==> config.mk <==
export PLATFORM = sky130hd
export DESIGN_NAME = sax_prefix_hasher
export DESIGN_NICKNAME = d
export VERILOG_FILES = /design/src/rtl/sax_pkg.sv /design/src/rtl/sax_lfsr.sv /design/src/rtl/sax_ctrl.sv /design/src/rtl/sax_datapath.sv /design/src/rtl/sax_prefix_hasher.sv
export SDC_FILE = /design/constraint.sdc
export NUM_CORES = 1
export LEC_CHECK = 0
export BUFFER_PORTS_ARGS = -buffer_cell sky130_fd_sc_hd__buf_2
export CORE_ASPECT_RATIO = 0.75
export CORE_MARGIN = 2
export CORE_UTILIZATION = 44
export CTS_BUF_LIST = sky130_fd_sc_hd__clkbuf_4
export DETAILED_ROUTE_END_ITERATION = 7
export MAX_ROUTING_LAYER = met4
export SLEW_MARGIN = 20
export SYNTH_ARGS = -nofsm -noshare
export SYNTH_HDL_FRONTEND = slang
export SYNTH_SLANG_ARGS = --single-unit
==> constraint.sdc <==
create_clock -name clk -period 40 [get_ports clk]
set_input_delay 2 -clock clk [delete_from_list [all_inputs] [get_ports clk]]
set_output_delay 2 -clock clk [all_outputs]
set_load 0.01 [all_outputs]
==> src/rtl/sax_pkg.sv <==
package sax_pkg;
  // Strobes from control to datapath
  typedef struct packed {
    logic accept;   // a character is taken this cycle
    logic reseed;   // an idle-cycle reseed is taken this cycle
  } ctrlStrobe_t;
endpackage

==> src/rtl/sax_lfsr.sv <==
module sax_lfsr #(
  parameter int             WIDTH     = 16,
  parameter logic [WIDTH-1:0] TAPS    = 16'hB400,
  parameter logic [WIDTH-1:0] INIT    = 16'hACE1
) (
  input  logic             clk,
  input  logic             rstN,
  input  logic             step,
  output logic [WIDTH-1:0] state
);
  logic [WIDTH-1:0] nextState;

  always_comb begin
    nextState = {1'b0, state[WIDTH-1:1]};
    if (state[0]) nextState = nextState ^ TAPS;
  end

  always_ff @(posedge clk) begin
    if (!rstN)     state <= INIT;
    else if (step) state <= nextState;
  end

  // a maximal-length register never falls into the all-zero lock state
  assert_lfsr_nonzero_R7: assert property (@(posedge clk) disable iff (!rstN)
    state != '0);
endmodule

==> src/rtl/sax_ctrl.sv <==
module sax_ctrl
  import sax_pkg::*;
#(
  parameter int LEN = 16,
  parameter int HW  = 16,
  parameter logic [HW-1:0] SEED_INIT = 16'hACE1,
  parameter logic [HW-1:0] LFSR_TAPS = 16'hB400
) (
  input  logic          clk,
  input  logic          rstN,
  input  logic          charValid,
  input  logic          reseedReq,
  output ctrlStrobe_t   strobe,
  output logic [LEN-1:0] validMask,
  output logic [HW-1:0] seed
);
  localparam int CW = $clog2(LEN + 1);

  logic [CW-1:0] fillCnt;

  assign strobe.accept = charValid;
  assign strobe.reseed = reseedReq && !charValid;

  sax_lfsr #(.WIDTH(HW), .TAPS(LFSR_TAPS), .INIT(SEED_INIT)) u_lfsr (
    .clk   (clk),
    .rstN  (rstN),
    .step  (strobe.reseed),
    .state (seed)
  );

  always_ff @(posedge clk) begin
    if (!rstN) begin
      fillCnt <= '0;
    end else if (strobe.reseed) begin
      fillCnt <= '0;
    end else if (strobe.accept && fillCnt != CW'(LEN)) begin
      fillCnt <= fillCnt + 1'b1;
    end
  end

  // Length k+1 is complete once k earlier characters plus the current one exist
  for (genvar k = 0; k < LEN; k++) begin : g_mask
    assign validMask[k] = (fillCnt >= CW'(k));
  end

  // the count saturates at the longest key length
  assert_count_bound_R4: assert property (@(posedge clk) disable iff (!rstN)
    fillCnt <= CW'(LEN));

  // an idle reseed always moves to a different seed
  assert_reseed_moves_R7: assert property (@(posedge clk) disable iff (!rstN)
    (reseedReq && !charValid) |=> seed != $past(seed));

  // a reseed request during a character is ignored
  assert_busy_reseed_ignored_R8: assert property (@(posedge clk) disable iff (!rstN)
    (reseedReq && charValid) |=> $stable(seed));

  // the seed moves only on a reseed request
  assert_seed_hold_R7: assert property (@(posedge clk) disable iff (!rstN)
    !reseedReq |=> $stable(seed));
endmodule

==> src/rtl/sax_datapath.sv <==
module sax_datapath
  import sax_pkg::*;
#(
  parameter int LEN  = 16,
  parameter int HW   = 16,
  parameter int OUTW = 9,
  parameter int SHL  = 5,
  parameter int SHR  = 2
) (
  input  logic                clk,
  input  logic                rstN,
  input  ctrlStrobe_t         strobe,
  input  logic [LEN-1:0]      validMask,
  input  logic [HW-1:0]       seed,
  input  logic [7:0]          charIn,
  output logic [LEN*OUTW-1:0] hashOut,
  output logic [LEN-1:0]      hashValid
);
  localparam int HIST = LEN - 1;

  logic [7:0]          histChar [HIST];
  logic [HW-1:0]       chainH   [LEN+1];
  logic [LEN*OUTW-1:0] nextHash;

  // History of earlier characters, histChar[0] is the one before charIn
  always_ff @(posedge clk) begin
    if (!rstN) begin
      for (int j = 0; j < HIST; j++) histChar[j] <= '0;
    end else if (strobe.accept) begin
      histChar[0] <= charIn;
      for (int j = 1; j < HIST; j++) histChar[j] <= histChar[j-1];
    end
  end

  assign chainH[0] = seed;

  for (genvar k = 0; k < LEN; k++) begin : g_stage
    logic [7:0]    stageChar;
    logic [HW-1:0] mixTerm;
    if (k == 0) begin : g_first
      assign stageChar = charIn;
    end else begin : g_rest
      assign stageChar = histChar[k-1];
    end
    assign mixTerm     = (chainH[k] << SHL) + (chainH[k] >> SHR)
                       + {{(HW-8){1'b0}}, stageChar};
    assign chainH[k+1] = chainH[k] ^ mixTerm;
    assign nextHash[k*OUTW +: OUTW] = chainH[k+1][OUTW-1:0];
  end

  always_ff @(posedge clk) begin
    if (!rstN) begin
      hashOut   <= '0;
      hashValid <= '0;
    end else begin
      hashValid <= strobe.accept ? validMask : '0;
      if (strobe.accept) hashOut <= nextHash;
    end
  end

  // valid lengths always form a run starting at length 1
  assert_valid_run_R4: assert property (@(posedge clk) disable iff (!rstN)
    (hashValid & (hashValid + 1'b1)) == '0);

  // hashes hold when no character was taken
  assert_hash_hold_R5: assert property (@(posedge clk) disable iff (!rstN)
    !strobe.accept |=> $stable(hashOut));
endmodule

==> src/rtl/sax_prefix_hasher.sv <==
module sax_prefix_hasher
  import sax_pkg::*;
#(
  parameter int LEN  = 16,
  parameter int HW   = 16,
  parameter int OUTW = 9,
  parameter int SHL  = 5,
  parameter int SHR  = 2,
  parameter logic [HW-1:0] SEED_INIT = 16'hACE1,
  parameter logic [HW-1:0] LFSR_TAPS = 16'hB400
) (
  input  logic                clk,
  input  logic                rstN,
  input  logic                charValid,
  input  logic [7:0]          charIn,
  input  logic                reseedReq,
  output logic [LEN*OUTW-1:0] hashOut,
  output logic [LEN-1:0]      hashValid
);
  ctrlStrobe_t    strobe;
  logic [LEN-1:0] validMask;
  logic [HW-1:0]  seed;

  sax_ctrl #(
    .LEN(LEN), .HW(HW), .SEED_INIT(SEED_INIT), .LFSR_TAPS(LFSR_TAPS)
  ) u_ctrl (
    .clk       (clk),
    .rstN      (rstN),
    .charValid (charValid),
    .reseedReq (reseedReq),
    .strobe    (strobe),
    .validMask (validMask),
    .seed      (seed)
  );

  sax_datapath #(
    .LEN(LEN), .HW(HW), .OUTW(OUTW), .SHL(SHL), .SHR(SHR)
  ) u_dp (
    .clk       (clk),
    .rstN      (rstN),
    .strobe    (strobe),
    .validMask (validMask),
    .seed      (seed),
    .charIn    (charIn),
    .hashOut   (hashOut),
    .hashValid (hashValid)
  );

  // every flag is low in the cycle after a cycle without a character
  assert_no_flag_idle_R3: assert property (@(posedge clk) disable iff (!rstN)
    !charValid |=> hashValid == '0);

  // length 1 is flagged after every accepted character
  assert_len1_flag_R4: assert property (@(posedge clk) disable iff (!rstN)
    charValid |=> hashValid[0]);
endmodule

==> results of run 1 <==
==> synthesized netlist by cell type, types with 9 or more instances <==
master and number:
ha_1 377, xnor2_1 267, inv_1 213, dfxtp_1 181, nand2_1 141, xor2_1 128
o21ai_0 123, a21oi_1 122, edfxtp_1 120, nor2_1 94, and3_1 73, a21o_1 65
fa_1 64, a22o_1 60, clkbuf_1 58, and2_1 41, xnor3_1 37, nor2b_1 32
nand2b_1 26, o21a_1 22, nor3_1 20, a21boi_0 17, o21bai_1 16, xnor2_2 16
mux2i_1 15, a211oi_1 13, o211a_1 13, o211ai_1 13, xor3_1 12, a31oi_1 11
nand3_1 11, nor3b_1 9
==> final timing paths <==
path	depth (start not counted)	slack [ns]	endpoint	from
max reg2reg	125	2.52	u_dp.hashOut[143]$_SDFFE_PN0P_	u_ctrl.u_lfsr.state[0]$_SDFFE_PN1P_
min reg2reg	2	0.45	u_dp.hashOut[123]$_SDFFE_PN0P_	u_dp.hashOut[123]$_SDFFE_PN0P_
min	2	0.45	u_dp.hashOut[123]$_SDFFE_PN0P_	u_dp.hashOut[123]$_SDFFE_PN0P_
max	125	1.92	u_dp.hashOut[143]$_SDFFE_PN0P_	charIn[1]
==> worst min-delay path: stages (launching register included) <==
cell,delay [ns]
dfxtp_1,0.32
nand2_1,0.04
o21ai_0,0.05
==> routing by layer <==
layer / wire, µm / global-route usage (%) / vias up
li1: - / - / 9349
met1: 38600 / 39.1 / 9446
met2: 30500 / 35.7 / 671
met3: 6270 / 6.80 / 113
met4: 1470 / 6.42 / 0
met5: 0 / - / -
==> kinds of logic after synthesis <==
family          after synthesis  synth area share [%]
flops                       301                  28.4
mux                          15                 0.589
simple gates                478                  9.36
xor+xnor                    472                  20.0
buf+inv                     277                  4.09
compound gates              538                  14.1
fa+ha+maj                   441                  23.5
==> through the flow <==
stage,hold WS (ns),worst slack [ns]
after global routing,0.476,-0.00695
final,0.451,1.92
after CTS,0.456,2.29
after detailed placement,0.441,1.49
after floorplan,0.470,8.26
after global placement,0.432,1.88
==> registers in the layout (all words and copies together), names as in the netlist <==
register             count
u_ctrl.fillCnt           5
u_ctrl.u_lfsr.state     16
u_dp.hashOut           144
u_dp.hashValid          16
u_dp.histChar          120
==> layout make-up <==
cell class	instances	area share (%)
diodes	2	0.0176
clock buffers	113	2.99
clock inverters	41	1.04
inverters	215	2.85
multi-input cells	1944	60.8
flip-flops and latches	301	25.5
well taps	780	3.44
repair buffers	187	3.46
==> qor.json, run 1 <==
{
  "status": {
    "outcome": "completed"
  },
  "sta": {
    "max_freq_ghz": 0.0263,
    "fin_worst_skew_ns": 0.0785,
    "relSlewSlack_pct": 25.5,
    "setup_tns_ns": 0,
    "fin_max_slew_vios": 0,
    "worst_slew_pin_slew_ns": 1.11,
    "hold_viol_final": 0,
    "setup_viol_count_final": 0,
    "post-route-min-period_ns": 38.08,
    "fin_crit_sh_pct": 95.2
  },
  "synthesis": {
    "syn-cell-area_um2": 25500,
    "post_synth.cell_area_avg_um2": 10.1,
    "ys_async_sr_fraction_pct": 0,
    "yosys-top-cells-area": "ha_1 19%, dfxtp_1 14%, edfxtp_1 14%",
    "synth-edff-count": 120,
    "postSynthNetCount": 2975,
    "yosysUniqueCellTypes": 75,
    "ys_ff_latch": 301,
    "postSynthCellCount": 2522,
    "synth_largest_type_area_fraction_pct": 18.5,
    "synthDominantAreaCellType": "ha_1",
    "ys_dominant_reg_cell": "dfxtp_1",
    "synth_seq_area_share_pct": 28.4,
    "synth-warning-count": 0
  },
  "detailed_routing": {
    "post-route-drc-count": 0,
    "postRouteAntennaNets": 0,
    "via_count": 19579,
    "route.detailed.vias_per_inst": 5.46,
    "drt-initial-drc-count": 1660,
    "wirelength_um": 76800,
    "first_pass_iters": 7,
    "wire_per_inst_um": 21.4
  },
  "critical_path": {
    "worstSetupPathType": "in2reg",
    "worst-path-buf-inv": 6,
    "worst_path_largest_cell_delay_ns": 0.73,
    "timing.critical_path.max_delay_family": "adder cells",
    "path_max_fanout": 6,
    "critical_path.endpoint_type": "register",
    "critical_path_s_slowest_cell": "a2111oi_0",
    "worst_path_most_repeated_cell": "xnor2_1",
    "startpoint_type": "primary input",
    "worst-endpoint-arrival_ns": 38.79,
    "crit_required_ns": 40.72
  },
  "cells_and_area": {
    "multi_input_area_um2": 17200,
    "finish.instance_area_um2": 28400,
    "final_cell_mix": "377 x ha_1, 265 x xnor2_1, 212 x inv_1",
    "ratio_of_cells_with_drive_above_1_in_the_final_layout_pct": 13.3,
    "final_net_count": 3185,
    "register_area_um2": 7230,
    "final_common_cell": "ha_1",
    "n_fill_cell": 5358,
    "finish.utilization_pct": 49.5,
    "layout.cells.non_filler": 3583,
    "area.growth.synth_to_final_pct": 11.4
  },
  "placed_design": {
    "buffer_ports.inserted": 171,
    "placement.cell_area_um2": 27200,
    "numPlacedInstances": 3427,
    "place_hpwl_um": 60100,
    "globalplace.congestion": 0.942
  },
  "clock_tree": {
    "cts_num_sinks": 301,
    "cts_setup_buffers": 0,
    "cells_resized_by_post_cts_repair": 0,
    "clockBufferDepth": 3,
    "reg_clk_slew_reported_paths_ns": 0.07,
    "clock_insertion_delay_worst_skew_ns": 0.88,
    "cts_htree_levels": 3,
    "cts_tree": "built",
    "cts_hold_buffers": 0,
    "tritoncts.num_buffers": 83,
    "cts_root_buf": "clkbuf_4"
  },
  "global_routing": {
    "grtUsageTotal_pct": 26.6,
    "global_route.overflow_total": 0,
    "first_global_vias": 19158,
    "wire_length_of_the_first_global_routing_pass_um": 116000,
    "initial_antenna_violation_count": 2,
    "grt_start_max_net_pins": 85
  },
  "die": {
    "die_width_um": 282,
    "die_area_um2": 59900,
    "top_level_ports": 172,
    "die-height_um": 212,
    "std_cell_rows": 76,
    "placeableCoreArea_um2": 57300,
    "floorplan.initialDensity_pct": 44.5
  },
  "flow_run": {
    "timing.max_cap.violations": 0
  },
  "hold_path": {
    "hold_class": "reg2reg"
  }
}
Power of run 1 is left out: the tool's default activity adds up to more than one toggle a clock period on the data nets, which glitch-free logic cannot reach.
==> run 2: changes to the inputs <==
Settings changed: PLACE_DENSITY_LB_ADDON set to 0.3.
==> run 2 against run 1 <==
  * Cell count hardly changed
  * Worst setup slack worse by 0.020 ns
  * Largest cell class unchanged
  * Sequential cell count did not move
  * Clock skew is 0.023 ns lower
  * Routed wire length fell by 3.0%
  * Critical path depth rose by 6
  * Non-clock buffer count unchanged
  * First-iteration DRC count is 17% lower
  * Utilization decreased by 0.072 points
  * Maximum frequency barely moved
  * Register-to-register slack better by 0.05 ns
  * Critical endpoint unchanged
  * Die area stayed put
==> qor.json, run 2 (synthesis results as in run 1) <==
{
  "status": {
    "outcome": "completed"
  },
  "critical_path": {
    "critical_path_s_slowest_cell": "xor2_1",
    "crit_required": {"value": 40.69, "unit": "ns", "change": "-0.03 ns"},
    "r2r_end": "u_dp.hashOut[143]$_SDFFE_PN0P_",
    "worst_path_largest_cell_delay": {"value": 0.62, "unit": "ns", "change": "-0.11 ns"},
    "critical_path.endpoint_type": "register",
    "r2r_slack": {"value": 2.57, "unit": "ns", "change": "+0.05 ns"},
    "path_max_fanout": {"value": 6, "change": "unchanged"},
    "worst-endpoint-arrival": {"value": 38.79, "unit": "ns", "change": "about the same"},
    "reg2reg_depth": {"value": 131, "change": "+4.8%"},
    "worstSetupPathType": "in2reg",
    "crit-reg2reg-launch": "u_ctrl.u_lfsr.state[0]$_SDFFE_PN1P_",
    "worst_path_most_repeated_cell": "xnor2_1",
    "startpoint_type": "primary input"
  },
  "sta": {
    "fin_worst_skew": {"value": 0.0559, "unit": "ns", "change": "-0.0226 ns"},
    "hold_viol_final": {"value": 0, "change": "unchanged"},
    "fin_max_slew_vios": {"value": 0, "change": "unchanged"},
    "max_freq": {"value": 0.0262, "unit": "GHz", "change": "about the same"},
    "post-route-min-period": {"value": 38.10, "unit": "ns", "change": "+0.0197 ns"},
    "setup_tns": {"value": 0, "unit": "ns", "change": "unchanged"},
    "setup_repair_after_global_routing_missed_its_margin": "false",
    "relSlewSlack": {"value": 27.8, "unit": "%", "change": "+2.2 points"},
    "worst_slew_pin_slew": {"value": 1.08, "unit": "ns", "change": "-0.0295 ns"},
    "setup_viol_count_final": {"value": 0, "change": "unchanged"},
    "fin_crit_sh": {"value": 95.2, "unit": "%", "change": "about the same"}
  },
  "placed_design": {
    "place_hpwl": {"value": 58800, "unit": "µm", "change": "-2.1%"},
    "globalplace.congestion": {"value": 0.948, "change": "+0.64%"},
    "buffer_ports.inserted": {"value": 171, "change": "unchanged"}
  },
  "die": {
    "floorplan.initialDensity": {"value": 44.5, "unit": "%", "change": "unchanged"},
    "die_width": {"value": 282, "unit": "µm", "change": "unchanged"},
    "die_area": {"value": 59900, "unit": "µm²", "change": "unchanged"},
    "std_cell_rows": {"value": 76, "change": "unchanged"},
    "placeableCoreArea": {"value": 57300, "unit": "µm²", "change": "unchanged"},
    "top_level_ports": {"value": 172, "change": "unchanged"},
    "die-height": {"value": 212, "unit": "µm", "change": "unchanged"}
  },
  "global_routing": {
    "global_route.overflow_total": {"value": 0, "change": "unchanged"},
    "wire_length_of_the_first_global_routing_pass": {"value": 113000, "unit": "µm", "change": "-2.6%"},
    "initial_antenna_violation_count": {"value": 2, "change": "unchanged"},
    "grt_start_max_net_pins": {"value": 80, "change": "-5.9%"},
    "first_global_vias": {"value": 19083, "change": "-0.39%"},
    "grtUsageTotal": {"value": 25.7, "unit": "%", "change": "-0.87 points"}
  },
  "hold_path": {
    "hold_start": "u_dp.hashOut[81]$_SDFFE_PN0P_",
    "hold_class": "reg2reg",
    "timing.hold.worst_path_depth": {"value": 2, "change": "unchanged"},
    "min_to": "u_dp.hashOut[81]$_SDFFE_PN0P_"
  },
  "detailed_routing": {
    "wire_per_inst": {"value": 20.8, "unit": "µm", "change": "-3.0%"},
    "first_pass_iters": {"value": 7, "change": "unchanged"},
    "via_count": {"value": 19355, "change": "-1.1%"},
    "post-route-drc-count": {"value": 0, "change": "unchanged"},
    "wirelength": {"value": 74500, "unit": "µm", "change": "-3.0%"},
    "postRouteAntennaNets": {"value": 0, "change": "unchanged"},
    "route.detailed.vias_per_inst": {"value": 5.40, "change": "-1.2%"},
    "drt-initial-drc-count": {"value": 1377, "change": "-17%"}
  },
  "clock_tree": {
    "cts_hold_buffers": {"value": 0, "change": "unchanged"},
    "cts_tree": "built",
    "clock_insertion_delay_worst_skew": {"value": 0.87, "unit": "ns", "change": "about the same"},
    "tritoncts.num_buffers": {"value": 84, "change": "+1.2%"},
    "cts_root_buf": "clkbuf_4",
    "clockBufferDepth": {"value": 3, "change": "unchanged"},
    "cts_setup_buffers": {"value": 0, "change": "unchanged"},
    "cells_resized_by_post_cts_repair": {"value": 0, "change": "unchanged"},
    "reg_clk_slew_reported_paths": {"value": 0.07, "unit": "ns", "change": "about the same"},
    "cts_htree_levels": {"value": 3, "change": "unchanged"},
    "cts_num_sinks": {"value": 301, "change": "unchanged"}
  },
  "cells_and_area": {
    "final_cell_mix": "377 x ha_1, 266 x xnor2_1, 212 x inv_1",
    "flip_flop_count_of_the_largest_register_after_layout": {"value": 144, "change": "unchanged"},
    "final_net_count": {"value": 3186, "change": "+0.031%"},
    "ratio_of_cells_with_drive_above_1_in_the_final_layout": {"value": 13.3, "unit": "%", "change": "-0.045 points"},
    "area.growth.synth_to_final_pct": 11.2,
    "layout_top_registers": "u_dp.hashOut (144), u_dp.histChar (120)",
    "n_fill_cell": {"value": 5334, "change": "-0.45%"},
    "top_reg_by_flops": "u_dp.hashOut",
    "final_common_cell": "ha_1"
  },
  "flow_run": {
    "timing.max_cap.violations": {"value": 0, "change": "unchanged"}
  }
}
==> run 2: worst max-delay path: cells and delay by family <==
| kind | cells | cell delay (ns) |
|---|---|---|
| buf+inv | 8 | 0.91 |
| simple gates | 13 | 2.00 |
| fa+ha+maj | 33 | 13.59 |
| xor+xnor | 42 | 12.78 |
| compound gates | 35 | 7.42 |
==> run 2: how the worst max path moves through the flow <==
stage                   start                        endpoint  slack [ns]
finish              charIn[1]  u_dp.hashOut[143]$_SDFFE_PN0P_        1.90
global route        charIn[1]  u_dp.hashOut[143]$_SDFFE_PN0P_        0.02
CTS                 charIn[1]  u_dp.hashOut[143]$_SDFFE_PN0P_        2.05
detailed placement  charIn[1]  u_dp.hashOut[143]$_SDFFE_PN0P_        1.33
global placement    charIn[1]  u_dp.hashOut[143]$_SDFFE_PN0P_        1.58
floorplan           charIn[1]  u_dp.hashOut[143]$_SDFFE_PN0P_        8.26
==> run 2: routing by layer <==
metal  wire, µm  GRT usage (%)
met5          0              -
met2      30200           35.1
met3       6350           6.25
met1      36700           37.7
met4       1290           6.11
==> run 2: layout make-up <==
cell class,instances,area (µm²),area share [%]
antenna,2,5.00,0.0177
timing repair buffer,187,981,3.46
tap,780,976,3.44
sequential,301,7230,25.5
clock inverter,33,166,0.587
inverter,215,810,2.86
clock buffer,123,923,3.26
multi-input combinational,1944,17300,60.9
==> run 2: through the flow <==
stage,area (µm²),hold WS (ns),worst slack (ns),instances,util (%)
after detailed placement,27200,0.437,1.33,3427,47.5
after global placement,27200,0.433,1.58,3427,47.5
final,28300,0.452,1.90,3585,49.4
after floorplan,25500,0.470,8.26,2522,-
after global routing,28300,0.475,0.0242,3584,49.4
after CTS,28300,0.454,2.05,3583,49.4
Power of run 2 is left out for the same reason.
==> run 3: changes to the inputs <==
Settings changed: ABC_AREA set to 1.
==> run 3 against run 2 <==
  * Routed wire length is 15% higher
  * Design area is 7.5% higher
  * Sequential cell count stayed put
  * First-iteration DRC count is 51% higher
  * Via count is 27% higher
  * Clock skew is 0.0047 ns higher
  * Largest cell class unchanged
  * Highest routed layer unchanged
==> qor.json, run 3 <==
{
  "status": {
    "outcome": "completed"
  },
  "global_routing": {
    "first_global_vias": {"value": 22690, "change": "+19%"},
    "initial_antenna_violation_count": {"value": 3, "change": "+1"},
    "grt_start_max_net_pins": {"value": 145, "change": "+81%"},
    "global_route.overflow_total": {"value": 0, "change": "unchanged"},
    "wire_length_of_the_first_global_routing_pass": {"value": 131000, "unit": "µm", "change": "+16%"},
    "grtUsageTotal": {"value": 27.4, "unit": "%", "change": "+1.7 points"}
  },
  "die": {
    "top_level_ports": {"value": 172, "change": "unchanged"},
    "die-height": {"value": 221, "unit": "µm", "change": "+3.9%"},
    "die_width": {"value": 293, "unit": "µm", "change": "+3.9%"},
    "floorplan.initialDensity": {"value": 44.5, "unit": "%", "change": "about the same"},
    "die_area": {"value": 64700, "unit": "µm²", "change": "+8.0%"},
    "placeableCoreArea": {"value": 62000, "unit": "µm²", "change": "+8.1%"},
    "std_cell_rows": {"value": 79, "change": "+3.9%"}
  },
  "clock_tree": {
    "cells_resized_by_post_cts_repair": {"value": 0, "change": "unchanged"},
    "cts_setup_buffers": {"value": 0, "change": "unchanged"},
    "tritoncts.num_buffers": {"value": 86, "change": "+2.4%"},
    "cts_hold_buffers": {"value": 0, "change": "unchanged"},
    "cts_num_sinks": {"value": 301, "change": "unchanged"},
    "reg_clk_slew_reported_paths": {"value": 0.06, "unit": "ns", "change": "about the same"},
    "clock_insertion_delay_worst_skew": {"value": 0.91, "unit": "ns", "change": "+0.04 ns"},
    "cts_tree": "built",
    "cts_root_buf": "clkbuf_4",
    "clockBufferDepth": {"value": 3, "change": "unchanged"},
    "cts_htree_levels": {"value": 3, "change": "unchanged"}
  },
  "synthesis": {
    "synthTopCellsByCount": "827 x nand2_1, 687 x inv_1, 377 x ha_1",
    "postSynthCellCount": {"value": 3661, "change": "+45%"},
    "synth_largest_type_area_fraction": {"value": 17.1, "unit": "%", "change": "-1.4 points"},
    "synth_seq_area_share": {"value": 26.2, "unit": "%", "change": "-2.1 points"},
    "ys_ff_latch": {"value": 301, "change": "unchanged"},
    "syn-cell-area": {"value": 27600, "unit": "µm²", "change": "+8.1%"},
    "yosysUniqueCellTypes": {"value": 46, "change": "-39%"},
    "synthDominantAreaCellType": "ha_1",
    "ys_dominant_reg_cell": "dfxtp_1",
    "yosysMostFrequentCell": "nand2_1",
    "synth-warning-count": {"value": 0, "change": "unchanged"},
    "yosys-top-cells-area": "ha_1 17%, dfxtp_1 13%, edfxtp_1 13%",
    "ys_async_sr_fraction": {"value": 0, "unit": "%", "change": "unchanged"},
    "post_synth.cell_area_avg": {"value": 7.53, "unit": "µm²", "change": "-26%"},
    "postSynthNetCount": {"value": 4114, "change": "+38%"},
    "synth-edff-count": {"value": 120, "change": "unchanged"}
  },
  "cells_and_area": {
    "final_cell_mix": "826 x nand2_1, 685 x inv_1, 377 x ha_1",
    "ratio_of_cells_with_drive_above_1_in_the_final_layout": {"value": 11.4, "unit": "%", "change": "-1.9 points"},
    "final_net_count": {"value": 4328, "change": "+36%"},
    "top_reg_by_flops": "u_dp.hashOut",
    "final_common_cell": "nand2_1",
    "flip_flop_count_of_the_largest_register_after_layout": {"value": 144, "change": "unchanged"},
    "layout_top_registers": "u_dp.hashOut (144), u_dp.histChar (120)",
    "n_fill_cell": {"value": 6201, "change": "+16%"},
    "area.growth.synth_to_final_pct": 10.6
  },
  "placed_design": {
    "buffer_ports.inserted": {"value": 171, "change": "unchanged"},
    "globalplace.congestion": {"value": 1.02, "change": "+7.2%"},
    "dpl_worst_slack": {"value": 5.30, "unit": "ns", "change": "+3.97 ns"},
    "place_hpwl": {"value": 69200, "unit": "µm", "change": "+18%"}
  },
  "critical_path": {
    "path_max_fanout": {"value": 6, "change": "unchanged"},
    "worst-endpoint-arrival": {"value": 35.23, "unit": "ns", "change": "-3.56 ns"},
    "worst_path_largest_cell_delay": {"value": 0.54, "unit": "ns", "change": "-0.08 ns"},
    "critical_path.endpoint_type": "register",
    "startpoint_type": "primary input",
    "critical_path_s_slowest_cell": "fa_1",
    "crit_required": {"value": 40.80, "unit": "ns", "change": "+0.11 ns"},
    "worst_path_most_repeated_cell": "nand2_1",
    "worstSetupPathType": "in2reg"
  },
  "sta": {
    "fin_worst_skew": {"value": 0.0606, "unit": "ns", "change": "+0.00469 ns"},
    "setup_repair_after_global_routing_missed_its_margin": "false",
    "setup_tns": {"value": 0, "unit": "ns", "change": "unchanged"},
    "setup_viol_count_final": {"value": 0, "change": "unchanged"},
    "post-route-min-period": {"value": 34.43, "unit": "ns", "change": "-3.66 ns"},
    "fin_max_slew_vios": {"value": 0, "change": "unchanged"},
    "hold_viol_final": {"value": 0, "change": "unchanged"},
    "relSlewSlack": {"value": 35.4, "unit": "%", "change": "+7.6 points"},
    "worst_slew_pin_slew": {"value": 0.969, "unit": "ns", "change": "-0.115 ns"},
    "max_freq": {"value": 0.0290, "unit": "GHz", "change": "+11%"},
    "fin_crit_sh": {"value": 86.1, "unit": "%", "change": "-9.2 points"},
    "postLayoutSetupSlackWorst": {"value": 5.57, "unit": "ns", "change": "+3.66 ns"}
  },
  "hold_path": {
    "hold_class": "reg2reg"
  },
  "detailed_routing": {
    "post-route-drc-count": {"value": 0, "change": "unchanged"},
    "wire_per_inst": {"value": 18.0, "unit": "µm", "change": "-13%"},
    "route.detailed.vias_per_inst": {"value": 5.18, "change": "-4.0%"},
    "wirelength": {"value": 85900, "unit": "µm", "change": "+15%"},
    "first_pass_iters": {"value": 6, "change": "-1"},
    "via_count": {"value": 24664, "change": "+27%"},
    "postRouteAntennaNets": {"value": 0, "change": "unchanged"},
    "drt-initial-drc-count": {"value": 2077, "change": "+51%"}
  },
  "flow_run": {
    "timing.max_cap.violations": {"value": 0, "change": "unchanged"}
  }
}
[run 3: kinds of logic after synthesis]
| logic type | Yosys count | share of synthesized area [%] |
|---|---|---|
| AND/OR/NAND/NOR | 1479 | 23.3 |
| buffers and inverters | 746 | 10.3 |
| AO/OA/AOI/OAI | 471 | 9.99 |
| adder cells (fa/ha/maj) | 441 | 21.8 |
| flip-flops | 301 | 26.2 |
| XOR/XNOR | 223 | 8.46 |
[run 3: area by class of cell]
| cell class | instances | area, µm² | area share, % |
|---|---|---|---|
| diodes | 5 | 12.5 | 0.0411 |
| clock buffers | 131 | 983 | 3.23 |
| clock inverters | 28 | 194 | 0.636 |
| inverters | 695 | 2610 | 8.57 |
| multi-input cells | 2614 | 17500 | 57.5 |
| flip-flops and latches | 301 | 7230 | 23.7 |
| well taps | 810 | 1010 | 3.33 |
| repair buffers | 177 | 913 | 3.00 |
[run 3: worst paths after layout]
check,start,endpoint,slack (ns),cells after the start
max,charIn[5],u_dp.hashOut[143]$_SDFFE_PN0P_,5.57,164
min,u_dp.hashOut[60]$_SDFFE_PN0P_,u_dp.hashOut[60]$_SDFFE_PN0P_,0.45,2
max reg2reg,u_ctrl.u_lfsr.state[0]$_SDFFE_PN1P_,u_dp.hashOut[143]$_SDFFE_PN0P_,6.09,163
min reg2reg,u_dp.hashOut[60]$_SDFFE_PN0P_,u_dp.hashOut[60]$_SDFFE_PN0P_,0.45,2
[run 3: stage by stage]
stage | util (%) | instances | instance area [µm²] | hold WS [ns]
final | 49.2 | 4761 | 30500 | 0.451
after floorplan | - | 3661 | 27600 | 0.474
after CTS | 49.1 | 4756 | 30500 | 0.457
after detailed placement | 47.2 | 4597 | 29300 | 0.440
after global routing | 49.2 | 4761 | 30500 | 0.477
after global placement | 47.2 | 4597 | 29300 | 0.437
[run 3: worst max-delay path: cells and delay by family]
family                     cells  cell delay [ns]
xor gates and xnor gates      15             4.10
AOI/OAI and AO/OA             31             5.92
adders and majority gates     32            13.18
and+or+nand+nor               61             7.97
buffers and inverters         25             2.00
[run 3: per-layer routing]
layer	wire, µm	vias to the layer above	global-route usage [%]
met5	0	-	-
met4	1860	0	6.41
met3	6640	123	5.71
met2	33500	769	37.0
met1	43900	11410	40.9
li1	-	12362	-
Power of run 3 is left out for the same reason.
